==> src/rtl/s2p_pkg.sv <==
package s2p_pkg;
  localparam int unsigned S2P_BYTE_W = 8;

  typedef enum logic {
    LVL_LOW  = 1'b0,
    LVL_HIGH = 1'b1
  } s2p_lvl_e;
endpackage

==> src/rtl/s2p_deser_front.sv <==
module s2p_deser_front
  import s2p_pkg::*;
#(
  parameter int unsigned BYTE_W = S2P_BYTE_W
) (
  input  logic              clk,
  input  logic              rst,
  input  logic              ser_in,
  input  logic              realign,
  output logic [BYTE_W-1:0] hold_q
);
  localparam int unsigned CNT_W = $clog2(BYTE_W);
  localparam int unsigned LAST  = BYTE_W - 1;

  logic [BYTE_W-1:0] shift_q;
  logic [CNT_W-1:0]  bit_cnt_q;
  logic              bnd_q;
  logic              last_bit;

  // the current bit closes a byte unless a realign restarts the count here
  always_comb last_bit = (bit_cnt_q == CNT_W'(LAST)) && !realign;

  always_ff @(posedge clk) begin
    if (rst) begin
      shift_q   <= '0;
      bit_cnt_q <= '0;
      bnd_q     <= 1'b0;
      hold_q    <= '0;
    end else begin
      shift_q <= {shift_q[BYTE_W-2:0], ser_in};
      if (realign)
        bit_cnt_q <= CNT_W'(1);
      else if (bit_cnt_q == CNT_W'(LAST))
        bit_cnt_q <= '0;
      else
        bit_cnt_q <= bit_cnt_q + 1'b1;
      bnd_q <= last_bit;
      if (bnd_q)
        hold_q <= shift_q;
    end
  end
endmodule

==> src/rtl/s2p_pclk_gen.sv <==
module s2p_pclk_gen
  import s2p_pkg::*;
#(
  parameter int unsigned BYTE_W = S2P_BYTE_W
) (
  input  logic clk,
  input  logic rst,
  output logic pclk_q,
  output logic fall_q,
  output logic load_now
);
  localparam int unsigned CNT_W = $clog2(BYTE_W);
  localparam int unsigned HALF  = BYTE_W / 2;
  localparam int unsigned LAST  = BYTE_W - 1;

  logic [CNT_W-1:0] div_q;
  logic [CNT_W-1:0] div_nxt;

  always_comb begin
    div_nxt  = (div_q == CNT_W'(LAST)) ? '0 : div_q + 1'b1;
    load_now = (div_nxt == CNT_W'(HALF));
  end

  // divider has no input besides reset: realignment cannot reach it
  always_ff @(posedge clk) begin
    if (rst) begin
      div_q  <= '0;
      pclk_q <= LVL_HIGH;
      fall_q <= 1'b0;
    end else begin
      div_q  <= div_nxt;
      pclk_q <= (div_nxt < CNT_W'(HALF)) ? LVL_HIGH : LVL_LOW;
      fall_q <= load_now;
    end
  end
endmodule

==> src/rtl/s2p_out_stage.sv <==
module s2p_out_stage
  import s2p_pkg::*;
#(
  parameter int unsigned BYTE_W = S2P_BYTE_W
) (
  input  logic              clk,
  input  logic              rst,
  input  logic              load,
  input  logic [BYTE_W-1:0] hold_in,
  output logic [BYTE_W-1:0] out_q
);
  always_ff @(posedge clk) begin
    if (rst)
      out_q <= '0;
    else if (load)
      out_q <= hold_in;
  end
endmodule

==> src/rtl/s2p_byte_aligner.sv <==
module s2p_byte_aligner
  import s2p_pkg::*;
#(
  parameter int unsigned BYTE_W = S2P_BYTE_W
) (
  input  logic              clk,
  input  logic              rst,
  input  logic              ser_in,
  input  logic              realign,
  output logic              pclk_out,
  output logic              pclk_fall,
  output logic [BYTE_W-1:0] par_out
);
  logic [BYTE_W-1:0] hold_w;
  logic              load_w;

  s2p_deser_front #(.BYTE_W(BYTE_W)) u_front (
    .clk     (clk),
    .rst     (rst),
    .ser_in  (ser_in),
    .realign (realign),
    .hold_q  (hold_w)
  );

  s2p_pclk_gen #(.BYTE_W(BYTE_W)) u_pclk (
    .clk      (clk),
    .rst      (rst),
    .pclk_q   (pclk_out),
    .fall_q   (pclk_fall),
    .load_now (load_w)
  );

  s2p_out_stage #(.BYTE_W(BYTE_W)) u_out (
    .clk     (clk),
    .rst     (rst),
    .load    (load_w),
    .hold_in (hold_w),
    .out_q   (par_out)
  );
endmodule

==> config.mk <==
export PLATFORM = sky130hd
export DESIGN_NAME = s2p_byte_aligner
export DESIGN_NICKNAME = d
export VERILOG_FILES = /design/src/rtl/s2p_pkg.sv /design/src/rtl/s2p_deser_front.sv /design/src/rtl/s2p_pclk_gen.sv /design/src/rtl/s2p_out_stage.sv /design/src/rtl/s2p_byte_aligner.sv
export SDC_FILE = /design/constraint.sdc
export NUM_CORES = 1
export LEC_CHECK = 0
export BUFFER_PORTS_ARGS = -buffer_cell sky130_fd_sc_hd__buf_2
export CORE_UTILIZATION = 45
export DETAILED_ROUTE_END_ITERATION = 6
export HOLD_SLACK_MARGIN = 0.1
export PLACE_DENSITY = 0.6
export SLEW_MARGIN = 20
export SYNTH_ARGS = -nofsm -noshare
export SYNTH_HDL_FRONTEND = slang
export SYNTH_HIERARCHICAL = 1
export SYNTH_SLANG_ARGS = --single-unit
==> constraint.sdc <==
create_clock -name clk -period 1.63 [get_ports clk]
set_input_delay 0.163 -clock clk [delete_from_list [all_inputs] [get_ports clk]]
set_output_delay 0.163 -clock clk [all_outputs]
set_load 0.03 [all_outputs]
==> impl_metrics.env <==
export IMPL_clock_pin_transition_on_the_worst_setup_and_hold_timing_paths_ns=0.10
export IMPL_grt_util_met2_pct=22.6
export IMPL_timing_reg2reg_worst_path_depth=6
export IMPL_rsz0062_at_grt="no"
export IMPL_routed_via_count=667
export IMPL_num_antenna_cells=0
export IMPL_clock_tree_htree_level_count=2
export IMPL_timing_max_cap_violations=0
export IMPL_placed_area_um2=1200
export IMPL_drtIter0Drc=5
export IMPL_report_power_total_w=0.00139
export IMPL_setup_violations_final=0
export IMPL_cp_end_kind="flop"
export IMPL_final_hold_viol_count=0
export IMPL_worstHoldPathCells=2
export IMPL_final_common_cell="sky130_fd_sc_hd__dfxtp_1"
export IMPL_routedWlPerCell_um=11.3
export IMPL_clock_skew_ns=0.00887
export IMPL_gr_usage_all_layers_pct=15.2
export IMPL_syn_num_nets=104
export IMPL_worstSetupPathType="flop to flop"
export IMPL_utilization_pct=56.9
export IMPL_biggest_fanout_along_the_worst_timing_path=5
export IMPL_grt_pass1_vias=633
export IMPL_clockBufferDepth=2
export IMPL_r2r_end="u_out/out_q[2]$_SDFFE_PP0P_"
export IMPL_io_buffers=13
export IMPL_setup_slack_ns=0.126
export IMPL_fp_dieW_um=52.4
export IMPL_mappedNetlistArea_um2=1140
export IMPL_clock_latency_ns=0.32
export IMPL_reg2reg_slack_ns=0.13
export IMPL_timing_fmax_mhz=665
export IMPL_maximum_number_of_pins_on_one_net_before_global_route_repair=33
export IMPL_cts_buffers=5
export IMPL_tritoncts="yes"
export IMPL_die_outline_area_um2=2740
export IMPL_grt_first_pass_wirelength_mm=2.71
export IMPL_layout_cell_share_with_drive_strength_beyond_1_pct=23.5
export IMPL_drt_total_wl_mm=1.62
export IMPL_synthesis_instances=95
export IMPL_power_density_nw_per_um2=1070
export IMPL_static_leakage_power_nw=0.564
export IMPL_area_growth_pct=14.5
export IMPL_grt_most_used_layer="met2"
export IMPL_dieHeight_um=52.4
export IMPL_dp_slack_ns=0.118
export IMPL_period_needed_ns=1.50
export IMPL_num_nets_final=123
export IMPL_report_final_slew_viol_count=0
export IMPL_worstReg2RegStart="u_pclk/div_q[0]$_SDFF_PP0_"
export IMPL_n_fill_cell=222
export IMPL_worst_ep_arrival_time_ns=1.71
export IMPL_timing_hold_worst_class="input port to flop"
export IMPL_clock_root_buffer="sky130_fd_sc_hd__clkbuf_4"
export IMPL_cts_num_sinks=33
export IMPL_hold_startpoint="rst"
export IMPL_number_of_distinct_library_cells_after_synthesis=16
export IMPL_grt_ovfl_total=0
export IMPL_avgViaCountPerCell=4.66
export IMPL_multi_input_comb_area_um2=442
export IMPL_vdd_ir_drop_worst_v=0.000699
export IMPL_ys_warnings_count=6
export IMPL_timing_final_crit_share_pct=92.3
export IMPL_num_rows=17
export IMPL_min_delay_worst_endpoint="u_front/hold_q[3]$_SDFFE_PP0P_"
export IMPL_coreArea_um2=2300
export IMPL_initial_antenna_violation_count=0
export IMPL_number_of_top_level_design_ports=14
export IMPL_gp_congestion=0.702
export IMPL_sequential_fraction_of_the_synthesis_area_pct=57.8
export IMPL_max_slew_margin_rel_pct=65.2
export IMPL_critical_path_startpoint_type="flop"
export IMPL_outcome="completed"
export IMPL_drtPass1Iterations=4
export IMPL_synth_seq_cells=33
export IMPL_totalNegativeSetupSlack_ns=0
export IMPL_crit_required_ns=1.83
export IMPL_tightestPinTransition_ns=0.522
export IMPL_cts_repair_timing_setup_buffer_count=0
export IMPL_final_cell_mix="sky130_fd_sc_hd__dfxtp_1, sky130_fd_sc_hd__nor2_1, sky130_fd_sc_hd__mux2i_1, sky130_fd_sc_hd__buf_2, sky130_fd_sc_hd__and2b_1"
export IMPL_sequential_cell_area_um2=661
export IMPL_gr_usage_met3_pct=10.4
export IMPL_initial_utilization_pct=49.7
export IMPL_global_route_usage_met1_pct=15.4
export IMPL_detail_route_antenna_nets=0
export IMPL_drcViolationCount=0
export IMPL_postLayoutCellArea_um2=1310
export IMPL_post_synth_cell_area_avg_um2=12.0
-- metal layers --
metal,vias to the layer above,part of all wire (%)
li1,350,-
met2,15,45
met1,300,48
met5,-,0
met3,2,6.0
met4,0,1.0
-- through the flow --
step	std cells	hold slack, ns
final	143	0.294
after global routing	143	0.287
after CTS	143	0.290
after detailed placement	133	0.375
after global placement	133	0.368
after floorplan	95	0.233
-- timing repair --
item,4_1_cts,5_1_grt
setup endpoints to repair,0,1
gates resized for setup,0,1
hold buffers,2,0
endpoints found under the hold margin,2,0
-- registers in the layout (all words and copies together), names as in the netlist --
register           cells
u_front/hold_q         8
u_front/shift_q        8
u_out/out_q            8
u_front/bit_cnt_q      3
u_pclk/div_q           3
u_front/bnd_q          1
u_pclk/fall_q          1
u_pclk/pclk_q          1
-- synth_stat cells (all sizes together) --
| master | count | area share, % |
|---|---|---|
| nor3 | 2 | 1.3 |
| mux2i | 16 | 14 |
| o21ba | 1 | 0.88 |
| nor2b | 3 | 1.6 |
| nor3b | 1 | 1.1 |
| dfxtp | 33 | 58 |
| buf | 5 | 4.6 |
| and3b | 1 | 0.77 |
| nor2 | 17 | 5.6 |
| and2 | 3 | 1.6 |
| and2b | 7 | 4.6 |
| ha | 5 | 5.5 |
| nand2b | 1 | 0.55 |
-- power by group --
part           internal (W)  switching [W]  total (W)
clock              0.000250       0.000260   0.000510
sequential         0.000821     0.00000773   0.000829
combinational     0.0000265      0.0000276  0.0000541
total               0.00110       0.000295    0.00139
-- cells by family (layout without fill, tap and decap cells) --
| family | count (synthesis) | count (layout) | synth area share, % |
|---|---|---|---|
| DFF | 33 | 33 | 57.8 |
| AOI/OAI and AO/OA | 1 | 1 | 0.876 |
| buffers and inverters | 5 | 25 | 4.60 |
| muxes | 16 | 16 | 14.0 |
| adders and majority gates | 5 | 5 | 5.48 |
| and+or+nand+nor | 35 | 35 | 17.2 |
-- area by class of cell --
type | instances | area share [%]
Sequential cell | 33 | 50.5
Multi-Input combinational cell | 57 | 33.8
Timing Repair Buffer | 17 | 7.66
Clock buffer | 7 | 4.98
Tap cell | 28 | 2.68
Clock inverter | 1 | 0.383
-- critical path, stage by stage, from the launching register on --
cell and delay, ns:
sky130_fd_sc_hd__dfxtp_1 0.34, sky130_fd_sc_hd__ha_1 0.23, sky130_fd_sc_hd__ha_4 0.28, sky130_fd_sc_hd__and2_1 0.13, sky130_fd_sc_hd__buf_4 0.15, sky130_fd_sc_hd__mux2i_1 0.20, sky130_fd_sc_hd__nor2_1 0.05
-- worst max path at each step --
stage               slack [ns]                  startpoint                     endpoint  cells past startpoint
CTS                       0.11  u_pclk/div_q[0]$_SDFF_PP0_  u_out/out_q[2]$_SDFFE_PP0P_                      6
global route              0.03  u_pclk/div_q[0]$_SDFF_PP0_  u_out/out_q[2]$_SDFFE_PP0P_                      6
detailed placement        0.12  u_pclk/div_q[0]$_SDFF_PP0_  u_out/out_q[6]$_SDFFE_PP0P_                      6
global placement          0.16  u_pclk/div_q[0]$_SDFF_PP0_  u_out/out_q[4]$_SDFFE_PP0P_                      6
floorplan                 0.23  u_pclk/div_q[0]$_SDFF_PP0_  u_out/out_q[0]$_SDFFE_PP0P_                      6
finish                    0.13  u_pclk/div_q[0]$_SDFF_PP0_  u_out/out_q[2]$_SDFFE_PP0P_                      6
Power figures use the tool's default switching activity.
